===== src/rtl/loc_arb_pkg.sv =====
package loc_arb_pkg;

    localparam int NUM_LOC     = 5;
    localparam int LOC_W       = 3;
    localparam int REG_W       = 8;
    localparam int BIT_VALID   = 7;
    localparam int BIT_ACTIVE  = 5;
    localparam int BIT_REQUEST = 1;

    typedef struct packed {
        logic             valid;
        logic [LOC_W-1:0] id;
    } owner_t;

    typedef struct packed {
        logic             hit;
        logic [LOC_W-1:0] sel;
        logic             want_req;
        logic             want_rel;
    } acc_wr_t;

    function automatic logic [REG_W-1:0] pack_reg(input logic is_owner, input logic is_pending);
        logic [REG_W-1:0] r;
        r              = '0;
        r[BIT_VALID]   = 1'b1;
        r[BIT_ACTIVE]  = is_owner;
        r[BIT_REQUEST] = is_pending;
        return r;
    endfunction

endpackage


===== src/rtl/loc_req_tracker.sv =====
module loc_req_tracker
    import loc_arb_pkg::*;
#(
    parameter int N = NUM_LOC
) (
    input  logic         clk,
    input  logic         rst,
    input  logic [N-1:0] set_vec,
    input  logic [N-1:0] clr_vec,
    input  logic [N-1:0] grant_vec,
    output logic [N-1:0] pending
);

    logic [N-1:0] pend_q;

    always_ff @(posedge clk) begin
        if (rst) begin
            pend_q <= '0;
        end else begin
            pend_q <= (pend_q | set_vec) & ~clr_vec & ~grant_vec;
        end
    end

    assign pending = pend_q;

    // a granted locality loses its pending request
    assert_grant_clears_R4: assert property (@(posedge clk) disable iff (rst)
        (|grant_vec) |=> ((pending & $past(grant_vec)) == '0));

    // a surviving set shows up as pending at the next edge
    assert_set_lands_R3: assert property (@(posedge clk) disable iff (rst)
        (|(set_vec & ~clr_vec & ~grant_vec)) |=>
        ((pending & $past(set_vec & ~clr_vec & ~grant_vec)) == $past(set_vec & ~clr_vec & ~grant_vec)));

    // a clear removes the pending request
    assert_clear_R7: assert property (@(posedge clk) disable iff (rst)
        (|clr_vec) |=> ((pending & $past(clr_vec)) == '0));

endmodule


===== src/rtl/loc_owner_ctrl.sv =====
module loc_owner_ctrl
    import loc_arb_pkg::*;
#(
    parameter int N = NUM_LOC
) (
    input  logic         clk,
    input  logic         rst,
    input  logic [N-1:0] pending,
    input  logic         release_req,
    output owner_t       owner,
    output logic [N-1:0] grant_vec
);

    owner_t           owner_q;
    logic [LOC_W-1:0] top_id;
    logic             grant_en;

    always_comb begin
        top_id = '0;
        for (int i = 0; i < N; i++) begin
            if (pending[i]) top_id = LOC_W'(i);
        end
    end

    assign grant_en  = !owner_q.valid && (|pending);
    assign grant_vec = grant_en ? (N'(1) << top_id) : '0;

    always_ff @(posedge clk) begin
        if (rst) begin
            owner_q <= '0;
        end else if (release_req) begin
            owner_q.valid <= 1'b0;
        end else if (grant_en) begin
            owner_q.valid <= 1'b1;
            owner_q.id    <= top_id;
        end
    end

    assign owner = owner_q;

    // grant goes to the highest pending locality
    assert_grant_top_R4: assert property (@(posedge clk) disable iff (rst)
        (!owner_q.valid && (|pending)) |=>
        (owner_q.valid && (($past(pending) >> owner_q.id) == N'(1))));

    // a release frees the interface at the next edge
    assert_release_R6: assert property (@(posedge clk) disable iff (rst)
        release_req |=> !owner_q.valid);

    // ownership holds while no release arrives
    assert_hold_R6: assert property (@(posedge clk) disable iff (rst)
        (owner_q.valid && !release_req) |=> $stable(owner_q));

endmodule


===== src/rtl/loc_access_gate.sv =====
module loc_access_gate
    import loc_arb_pkg::*;
#(
    parameter int N = NUM_LOC
) (
    input  owner_t           owner,
    input  logic [N-1:0]     pending,
    input  logic             acc_rd,
    input  logic [LOC_W-1:0] acc_sel,
    input  logic             dn_req,
    input  logic [LOC_W-1:0] dn_sel,
    output logic [REG_W-1:0] acc_rdata,
    output logic             dn_ok,
    output logic [N-1:0]     active_onehot
);

    logic sel_ok;
    logic sel_owner;
    logic sel_pend;

    for (genvar g = 0; g < N; g++) begin : g_act
        assign active_onehot[g] = owner.valid && (owner.id == LOC_W'(g));
    end

    assign sel_ok    = acc_sel < LOC_W'(N);
    assign sel_owner = |(active_onehot & (N'(1) << acc_sel));
    assign sel_pend  = |(pending & (N'(1) << acc_sel));

    always_comb begin
        acc_rdata = '0;
        if (acc_rd && sel_ok) begin
            acc_rdata = pack_reg(sel_owner, sel_pend);
        end
    end

    assign dn_ok = dn_req && owner.valid && (owner.id == dn_sel);

endmodule


===== src/rtl/loc_access_arbiter.sv =====
module loc_access_arbiter
    import loc_arb_pkg::*;
#(
    parameter int N = NUM_LOC
) (
    input  logic             clk,
    input  logic             rst,
    input  logic [LOC_W-1:0] acc_sel,
    input  logic             acc_wr,
    input  logic             acc_rd,
    input  logic [REG_W-1:0] acc_wdata,
    output logic [REG_W-1:0] acc_rdata,
    input  logic             dn_req,
    input  logic [LOC_W-1:0] dn_sel,
    output logic             dn_ok,
    output logic [N-1:0]     active_onehot,
    output logic             owner_valid,
    output logic [LOC_W-1:0] owner_id
);

    acc_wr_t      wr;
    owner_t       owner;
    logic [N-1:0] pending;
    logic [N-1:0] grant_vec;
    logic [N-1:0] set_vec;
    logic [N-1:0] clr_vec;
    logic         sel_is_owner;
    logic         release_req;

    assign wr.hit      = acc_wr && (acc_sel < LOC_W'(N));
    assign wr.sel      = acc_sel;
    assign wr.want_rel = acc_wdata[BIT_ACTIVE];
    assign wr.want_req = acc_wdata[BIT_REQUEST] && !acc_wdata[BIT_ACTIVE];

    assign sel_is_owner = owner.valid && (owner.id == wr.sel);
    assign release_req  = wr.hit && wr.want_rel && sel_is_owner;

    for (genvar g = 0; g < N; g++) begin : g_dec
        assign set_vec[g] = wr.hit && (wr.sel == LOC_W'(g)) && wr.want_req && !sel_is_owner;
        assign clr_vec[g] = wr.hit && (wr.sel == LOC_W'(g)) && wr.want_rel;
    end

    loc_req_tracker #(.N(N)) u_track (
        .clk       (clk),
        .rst       (rst),
        .set_vec   (set_vec),
        .clr_vec   (clr_vec),
        .grant_vec (grant_vec),
        .pending   (pending)
    );

    loc_owner_ctrl #(.N(N)) u_owner (
        .clk         (clk),
        .rst         (rst),
        .pending     (pending),
        .release_req (release_req),
        .owner       (owner),
        .grant_vec   (grant_vec)
    );

    loc_access_gate #(.N(N)) u_gate (
        .owner         (owner),
        .pending       (pending),
        .acc_rd        (acc_rd),
        .acc_sel       (acc_sel),
        .dn_req        (dn_req),
        .dn_sel        (dn_sel),
        .acc_rdata     (acc_rdata),
        .dn_ok         (dn_ok),
        .active_onehot (active_onehot)
    );

    assign owner_valid = owner.valid;
    assign owner_id    = owner.id;

    // at most one active locality, matching the reported owner
    assert_onehot_R8: assert property (@(posedge clk) disable iff (rst)
        $onehot0(active_onehot) && (owner_valid == (|active_onehot)));

    // the owner never carries a pending request
    assert_owner_no_pend_R5: assert property (@(posedge clk) disable iff (rst)
        owner_valid |-> ((pending & (N'(1) << owner_id)) == '0));

    // a passed downstream access comes from the active locality
    assert_dn_owner_R9: assert property (@(posedge clk) disable iff (rst)
        dn_ok |-> ((active_onehot & (N'(1) << dn_sel)) != '0));

    // an out-of-range write leaves pending state untouched
    assert_bad_sel_R10: assert property (@(posedge clk) disable iff (rst)
        (acc_wr && (acc_sel >= LOC_W'(N)) && !(|grant_vec)) |=> $stable(pending));

endmodule


===== config.mk =====
export PLATFORM = sky130hd
export DESIGN_NAME = loc_access_arbiter
export DESIGN_NICKNAME = d
export VERILOG_FILES = /design/src/rtl/loc_arb_pkg.sv /design/src/rtl/loc_req_tracker.sv /design/src/rtl/loc_owner_ctrl.sv /design/src/rtl/loc_access_gate.sv /design/src/rtl/loc_access_arbiter.sv
export SDC_FILE = /design/constraint.sdc
export NUM_CORES = 1
export LEC_CHECK = 0
export CAP_MARGIN = 25
export CELL_PAD_IN_SITES_DETAIL_PLACEMENT = 0
export CELL_PAD_IN_SITES_GLOBAL_PLACEMENT = 1
export CORE_MARGIN = 5
export CORE_UTILIZATION = 44
export CTS_CLUSTER_SIZE = 28
export DETAILED_ROUTE_END_ITERATION = 8
export DONT_BUFFER_PORTS = 1
export PLACE_DENSITY = 0.83
export SYNTH_ARGS = -nofsm -noshare
export SYNTH_HDL_FRONTEND = slang
export SYNTH_SLANG_ARGS = --single-unit

===== constraint.sdc =====
create_clock -name clk -period 2.3 [get_ports clk]
set_clock_uncertainty 0.05 [all_clocks]
set_input_delay 0.345 -clock clk [delete_from_list [all_inputs] [get_ports clk]]
set_output_delay 0.345 -clock clk [all_outputs]
set_load 0.01 [all_outputs]

Word level (Yosys, flattened, before mapping)
Cells that the tools add are included.

$lt $le $gt $ge: 1. Eq/ne operators: 10. Shift operators: 2. Muxes and demuxes: 6. Bitwise gates (word level): 8. Reduce and logical (&&, ||, !) cells: 44.

Operators by type and width (count): 1-bit logical AND (34); 5-bit AND (4); 5-bit OR reduction (3); 3-bit by 2-bit == test with 1-bit output (second input constant) (4); 5-bit NOT (2); 1-bit by 3-bit << shifter with 5-bit output (first input constant) (2); 8-bit two-way mux (1); 3-bit by 1-bit == test with 1-bit output (second input constant) (2); 3-bit == test (2); 3-bit == test (second input constant) (2); 3-bit logical NOT (2); 5-bit two-way mux (1); 5-bit bitwise OR (1); 2-bit two-way mux (2); 1-bit logical NOT (3); 3-bit < comparator (second input constant) (1); 3-bit two-way mux (1); 2-bit AND reduction (1); 2-bit OR reduction (1); 1-bit two-way mux (1); 1-bit NOT (1).

Flip-flop bits (word level): 9. Word-level logic and storage cells: 74.

Depth between registers and ports, before layout
Gate-level depths: netlist of the first run.

Word-level depth: 8. Gate-level depth with buffers: 5.

Modules after synthesis
A second synthesis of the first run with hierarchy kept.

Cell total of the unflattened synthesis: 110. Area, all modules: 833.3 um2.

By module, submodules not included: loc_access_gate (instances 1, cells each 40, area an instance 282.8 um2); loc_owner_ctrl (instances 1, cells each 28, area an instance 220.2 um2); loc_access_arbiter (instances 1, cells each 27, area an instance 173.9 um2); loc_req_tracker (instances 1, cells each 15, area an instance 156.4 um2).

Worst setup path before layout of the first run
OpenSTA, ideal clock, no wires.

Kind: flip-flop to output port. From: reg u_owner.owner_q, in the netlist u_owner.owner[0]. To: out acc_rdata[5]. Arrival: 1.185 ns. Required time: 1.905 ns. Setup slack: 0.720 ns. Cell stages (with the launch flop): 5. Buffers on the path: 1. Cells stage by stage: dfxtp_1 -> buf_4 -> and4bb_2 -> nand3_1 -> a21boi_0.

Longest elaborated chain between the ends: 5. Elaborated cells on any way between the ends: 13. Those cells by class: eq/ne (4); mux (1); bitwise (1); reduce/logical (7).

Ends and longest elaborated chain: start, declared (RTL line loc_owner_ctrl.sv:14) `owner_t owner_q;`; 3-bit == test (RTL line loc_access_gate.sv:22) `assign active_onehot[g] = owner.valid && (owner.id == LOC_W'(g));`; 1-bit logical AND (RTL line loc_access_gate.sv:22); named net active_onehot[4] (RTL line loc_access_arbiter.sv:16) `output logic [N-1:0] active_onehot,`; 5-bit AND (RTL line loc_access_gate.sv:26) `assign sel_owner = |(active_onehot & (N'(1) << acc_sel));`; 5-bit OR reduction (RTL line loc_access_gate.sv:26); 8-bit two-way mux (RTL line loc_access_gate.sv:31) `if (acc_rd && sel_ok) begin`; end, declared (RTL line loc_access_arbiter.sv:12) `output logic [REG_W-1:0] acc_rdata,`.

The timed path passes the listed nets, and every way through them passes these cells.

Worst setup path after layout of the first run
From: reg u_owner.owner_q, in the netlist u_owner.owner[2]. To: out acc_rdata[5].

Same word-level chain as after synthesis.

==> results of run 1 <==
-- cells by family (layout without fill, tap and decap cells) --
| family | after synthesis | count (layout) |
|---|---|---|
| and+or+nand+nor | 41 | 41 |
| AOI/OAI and AO/OA | 23 | 23 |
| buffers and inverters | 13 | 6 |
| DFF | 9 | 9 |
| xor gates and xnor gates | 6 | 6 |
| muxes | 2 | 2 |
| other | 1 | 5 |
-- state kept, by name (all words and copies together) (netlist names) --
signal,flops
u_track.pending,5
u_owner.owner,4
-- worst max-delay path by stage --
stage	from	slack, ns	cells past startpoint	to
after floorplan	u_owner.owner[0]	0.72	4	acc_rdata[5]
after global placement	u_owner.owner[1]	0.67	3	acc_rdata[5]
after detailed placement	u_owner.owner[2]	0.64	3	acc_rdata[5]
after CTS	u_owner.owner[2]	0.35	3	acc_rdata[5]
after global routing	u_owner.owner[2]	0.25	3	acc_rdata[5]
final	u_owner.owner[2]	0.39	3	acc_rdata[5]
-- critical path: stages, from the launching register on --
cell and delay [ns]:
dfxtp_1 0.51, and4bb_2 0.34, nand3_1 0.09, a21boi_0 0.32
-- per-layer routing --
layer | share of wire, % | track usage (%)
met5 | 0 | 0
met2 | 45 | 20.4
met3 | 10 | 3.78
met4 | 1.5 | 6.73
met1 | 44 | 17.8
-- placed cells by master, fill, tap and decap left out, types with 3 or more instances in the layout --
cell type / synthesis / final
dfxtp_1: 9 / 9
o21ai_0: 8 / 8
nor2_1: 8 / 8
nand2_1: 6 / 6
conb_1: 1 / 5
nor3b_1: 4 / 4
nor3_1: 4 / 4
xnor2_1: 4 / 4
a21oi_1: 4 / 4
nand2b_1: 3 / 3
nand3_1: 3 / 3
clkbuf_4: 0 / 3
-- through the flow --
stage               setup slack, ns  total power, µW  cells  utilization (%)  hold WS, ns
detailed placement            0.645              204    104             45.6        0.368
finish                        0.388              326    108             47.3       0.0933
CTS                           0.350              332    108             47.3       0.0831
global placement              0.673              204    104             45.6        0.367
global route                  0.254              350    108             47.3       0.0716
floorplan                     0.720              215     99                -        0.445
-- layout make-up --
class	count	area share, %
clock buffers	4	3.57
inverters	1	0.509
multi-input cells	77	67.7
flip-flops and latches	9	24.4
well taps	16	2.72
repair buffers	1	1.02
-- power by group through the flow --
stage	clock, µW	combinational (µW)	sequential, µW
4_1_cts	131	38.4	162
3_3_place_gp	0	37.9	166
2_1_floorplan	0	50.2	164
3_5_place_dp	0	38.3	166
6_report	125	38.6	163
5_1_grt	144	42.6	163
==> reports/metrics.csv, run 1 <==
stage;metric;value;unit
grt;largest net degree at the start of global routing;13;
worst_setup_path;r2r startpoint;u_owner.owner[1];
clock_network;clk buf depth;2;
clock_network;clock latency on the worst-skew pair;0.26;ns
logic_synthesis;top-area cell type share of the netlist area;24.1;%
floorplanning;# rows;14;
sta;Max Clk Rate;0.523;GHz
final_layout;Synth-to-Final Area Change;-1.34;%
logic_synthesis;post-synthesis simple-gate area fraction;32.7;%
final_layout;Final #Nets;112;
sta;RSZ-0062 raised after global routing;false;
logic_synthesis;Mapped Cells;95;
logic_synthesis;post-synthesis xor/xnor area fraction;7.04;%
logic_synthesis;Distinct cells, synth;36;
detailed_routing;Pre-antenna DRT Iters;4;
worst_hold_path;hold wc startpoint;rst;
clock_network;CTS Sinks;9;
logic_synthesis;Synth Warn #;0;
pwr;Clk pwr share;38.3;%
worst_setup_path;WP data arrival;1.52;ns
logic_synthesis;largest family of logic cells by synthesized area;simple AND/OR/NAND/NOR gates;
final_layout;multi-input logic area;499;µm²
floorplanning;Top-Level Pins;37;
worst_setup_path;crit path launch type;register;
clock_network;Clock Root Buffer;clkbuf_4;
floorplanning;Core ar.;0.00156;mm²
worst_setup_path;CP Class;register to output port;
sta;Hold Fails Final Rpt;0;
sta;Slew Viols, Final;0;
outcome;status;finished clean;
job;max cap viols;0;
placed_design;Placed Area;711;µm²
worst_hold_path;Hold EP;u_owner.owner[3];
clock_network;CTS tree;built;
clock_network;Post-CTS Hold Fix Bufs;0;
clock_network;depth of the CTS H-tree;1;
sta;fin crit period;1.91;ns
pwr;Seq pwr share;49.9;%
floorplanning;Starting Density;47.9;%
pwr;Logic pwr share;11.8;%
final_layout;Fillers;154;
worst_hold_path;hold path cells;1;
logic_synthesis;Synth Area in Compound Gates;21.9;%
placed_design;IO Port Bufs;0;
worst_setup_path;Critical Path RT;1.90;ns
pwr;Psw;85.7;µW
detailed_routing;DRC viols;0;
worst_setup_path;crit-path max FO;7;
logic_synthesis;top cells by count, synth;dfxtp_1 (9), buf_4 (8), nor2_1 (8), o21ai_0 (8), nand2_1 (6);
grt;Global Route Usage Sum;13.6;%
logic_synthesis;number of synthesized flops with an enable pin;0;
final_layout;sequential cell area;180;µm²
worst_setup_path;R2R Path End;u_owner.owner[3];
sta;final setup TNS;0;ns
placed_design;GPL Wtd Cong;0.756;
detailed_routing;initial detailed-routing violation count;24;
clock_network;Reg clk slew, reported paths;0.06;ns
clock_network;postcts setup bufs;0;
final_layout;Final Cell Area;737;µm²
detailed_routing;drt via density;6.19;
pwr;Leakage;0.000252;µW
logic_synthesis;Synth area leader;dfxtp_1;
logic_synthesis;main flop type after synthesis;dfxtp_1;
clock_network;CTS Buf Count;3;
worst_hold_path;hold crit path type;primary input to register;
grt;Congestion Overflow GR;0;
pwr;pwr dens;442;mW/mm²
detailed_routing;DRT Wirelength;1690;µm
worst_setup_path;r2r setup slk;0.85;ns
logic_synthesis;Synth async-reset ratio;0;%
detailed_routing;via count;669;
grt;first-pass GRT wire length;2740;µm
placed_design;dpl hpwl;1300;µm
logic_synthesis;Synth Area in Adders;0;%
logic_synthesis;most numerous cell in the Yosys netlist;dfxtp_1;
grt;vias in the first global route;576;
pwr;Max VDD drop;0.000191;V
pwr;sw frac;26.3;%
logic_synthesis;synthesized area per cell;7.86;µm²
final_layout;# diodes;0;
detailed_routing;Antenna Nets Post-Route;0;
logic_synthesis;register bit total from synthesis;9;
grt;initial antenna violation count;0;
worst_setup_path;Critical Path Sink Type;output port;
logic_synthesis;synth top area cells;dfxtp_1 (24%), buf_4 (8.0%), o21ai_0 (5.4%), xnor2_1 (4.7%), o41ai_2 (4.4%);
floorplanning;die area;0.00262;mm²
logic_synthesis;Syn Std Cell Area;747;µm²
floorplanning;die height;51.2;µm
logic_synthesis;post-synthesis mux area share;2.68;%
pwr;Internal;240;µW
clock_network;cts repair resizes;0;
detailed_routing;routed len/inst;15.7;µm
floorplanning;Die X;51.2;µm
worst_setup_path;FF-to-FF path depth;4;
final_layout;share of cells above drive strength 1;10.9;%
sta;setup violators final;0;
logic_synthesis;sequential area share after synthesis;24.1;%
sta;Final period util;83.1;%
No activity file was read; power rests on OpenSTA's default activity.
==> run 2, diff against run 1 <==
--- a/config.mk
+++ b/config.mk
@@ -9,11 +9,11 @@
 export CELL_PAD_IN_SITES_DETAIL_PLACEMENT = 0
 export CELL_PAD_IN_SITES_GLOBAL_PLACEMENT = 1
 export CORE_MARGIN = 5
-export CORE_UTILIZATION = 44
+export CORE_UTILIZATION = 41
 export CTS_CLUSTER_SIZE = 28
 export DETAILED_ROUTE_END_ITERATION = 8
 export DONT_BUFFER_PORTS = 1
-export PLACE_DENSITY = 0.83
+export PLACE_DENSITY = 0.79
 export SYNTH_ARGS = -nofsm -noshare
 export SYNTH_HDL_FRONTEND = slang
 export SYNTH_SLANG_ARGS = --single-unit
==> constraint.sdc (replaced) <==
create_clock -name clk -period 1.9 [get_ports clk]
set_clock_uncertainty 0.05 [all_clocks]
set_input_delay 0.285 -clock clk [delete_from_list [all_inputs] [get_ports clk]]
set_output_delay 0.285 -clock clk [all_outputs]
set_load 0.01 [all_outputs]
==> run 2 against run 1 <==
  * Flip-flop and latch count did not move
  * Clock power is 20% higher
  * Via count is 2.2% higher
  * Non-clock buffer count rose by 1
  * Critical path depth unchanged
  * Die area is 5.9% higher
  * Combinational power rose by 24%
  * Count of clock-buffer cells in the layout unchanged
  * Wire length rose by 2.4%
  * Total power increased by 21%
  * Critical endpoint unchanged
  * Final area is 2.5% higher
==> reports/metrics.csv, run 2 (same netlist as run 1, synthesis figures left out) <==
stage;metric;value;unit
final_layout;Fillers;192;
worst_setup_path;r2r startpoint;u_owner.owner[1];
floorplanning;Top-Level Pins;37;
sta;Hold Fails Final Rpt;0;
outcome;status;finished clean;
worst_setup_path;Critical Path Sink Type;output port;
sta;final hold slack;0.0314;ns
sta;setup violators final;0;
pwr;Max VDD drop;0.000447;V
final_layout;Final #Nets;113;
worst_setup_path;WP data arrival;1.43;ns
clock_network;Clock Root Buffer;clkbuf_4;
final_layout;Synth-to-Final Area Change;1.17;%
grt;initial antenna violation count;0;
detailed_routing;via count;684;
final_layout;share of cells above drive strength 1;11.8;%
worst_setup_path;crit-path max FO;7;
placed_design;IO Port Bufs;0;
placed_design;Placed Area;729;µm²
clock_network;CTS Sinks;9;
final_layout;Final Cell Area;756;µm²
final_layout;max reg flops;5;
clock_network;clk buf depth;2;
clock_network;CTS tree;built;
floorplanning;# rows;15;
grt;largest net degree at the start of global routing;13;
detailed_routing;initial detailed-routing violation count;7;
grt;Congestion Overflow GR;0;
pwr;Psw;103;µW
pwr;Seq pwr share;49.8;%
sta;RSZ-0062 raised after global routing;false;
worst_setup_path;Critical Path RT;1.56;ns
pwr;Clk pwr share;38.1;%
clock_network;clock latency on the worst-skew pair;0.26;ns
clock_network;depth of the CTS H-tree;1;
clock_network;Reg clk slew, reported paths;0.06;ns
pwr;pwr dens;521;mW/mm²
placed_design;dpl hpwl;1350;µm
sta;Slew Viols, Final;0;
job;max cap viols;0;
detailed_routing;drt via density;5.80;
sta;final setup TNS;0;ns
sta;Max Clk Rate;0.567;GHz
pwr;Logic pwr share;12.1;%
detailed_routing;Pre-antenna DRT Iters;5;
pwr;Internal;291;µW
final_layout;most frequent cells in the layout;dfxtp_1 (9), o21ai_0 (8), nor2_1 (8), nand2_1 (6), conb_1 (5);
floorplanning;die height;52.7;µm
detailed_routing;DRC viols;0;
worst_setup_path;Setup crit start;u_owner.owner[2];
detailed_routing;routed len/inst;14.7;µm
floorplanning;Starting Density;43.3;%
worst_hold_path;hold crit path type;primary input to register;
sta;fin crit period;1.76;ns
floorplanning;Die X;52.7;µm
clock_network;CTS Buf Count;3;
pwr;Leakage;0.000258;µW
placed_design;GPL Wtd Cong;0.753;
final_layout;most common library cell in the layout ignoring fill and taps;dfxtp_1;
worst_hold_path;hold wc startpoint;rst;
grt;Global Route Usage Sum;13.1;%
worst_setup_path;crit path launch type;register;
floorplanning;Core ar.;0.00173;mm²
detailed_routing;DRT Wirelength;1730;µm
sta;Final period util;92.9;%
pwr;sw frac;26.1;%
final_layout;# diodes;0;
grt;vias in the first global route;604;
worst_setup_path;CP Class;register to output port;
detailed_routing;Antenna Nets Post-Route;0;
grt;first-pass GRT wire length;2670;µm
floorplanning;die area;0.00278;mm²
run 2: power by group through the flow:
stage                     sequential [µW]  combinational [µW]  clock, µW
after floorplan                       199                60.8          0
after CTS                             196                47.8        158
after detailed placement              200                47.6          0
final                                 196                47.8        150
after global routing                  197                53.4        171
after global placement                200                46.9          0
run 2: cell type report:
class                   count  area, µm²  area share (%)
well taps                  25       31.3            4.14
flip-flops and latches      9        180            23.8
repair buffers              2       15.0            1.99
inverters                   1       3.75           0.497
multi-input cells          77        499            66.1
clock buffers               4       26.3            3.48
run 2: path summary, 6_finish.rpt:
kind	endpoint	slack, ns	depth (start not counted)
setup / recovery	acc_rdata[5]	0.14	3
hold / removal	u_owner.owner[1]	0.03	1
setup reg to reg	u_owner.owner[3]	0.40	4
hold reg to reg	u_track.pending[0]	0.51	2
run 2: repair_timing:
action / in CTS / in global routing
hold buffers: 0 / 0
endpoints found under the hold margin: 0 / 0
endpoints found under the setup margin: 1 / 0
gates resized for setup: 1 / 0
buffers inserted: 0 / 0
run 2: worst max-delay path, cell delays in order (launching register included):
cell and delay (ns):
dfxtp_1 0.51, and4bb_2 0.34, nand3_1 0.09, a21boi_1 0.23
run 2: per-stage QoR:
stage | worst slack [ns] | utilization [%] | instances | total power, µW
CTS | 0.0885 | 43.8 | 118 | 402
global placement | 0.318 | 42.2 | 114 | 247
global route | 0.0200 | 43.8 | 118 | 421
finish | 0.136 | 43.8 | 118 | 394
floorplan | 0.380 | - | 99 | 260
detailed placement | 0.291 | 42.2 | 114 | 248
run 2: metal layers:
metal	share of wire, %	wire, µm	up-vias	track usage, %
met5	0	0	-	0
met4	1.1	19	0	4.68
met3	8.9	154	4	6.27
met2	49	851	24	22.1
met1	41	708	322	14.0
li1	-	-	334	-
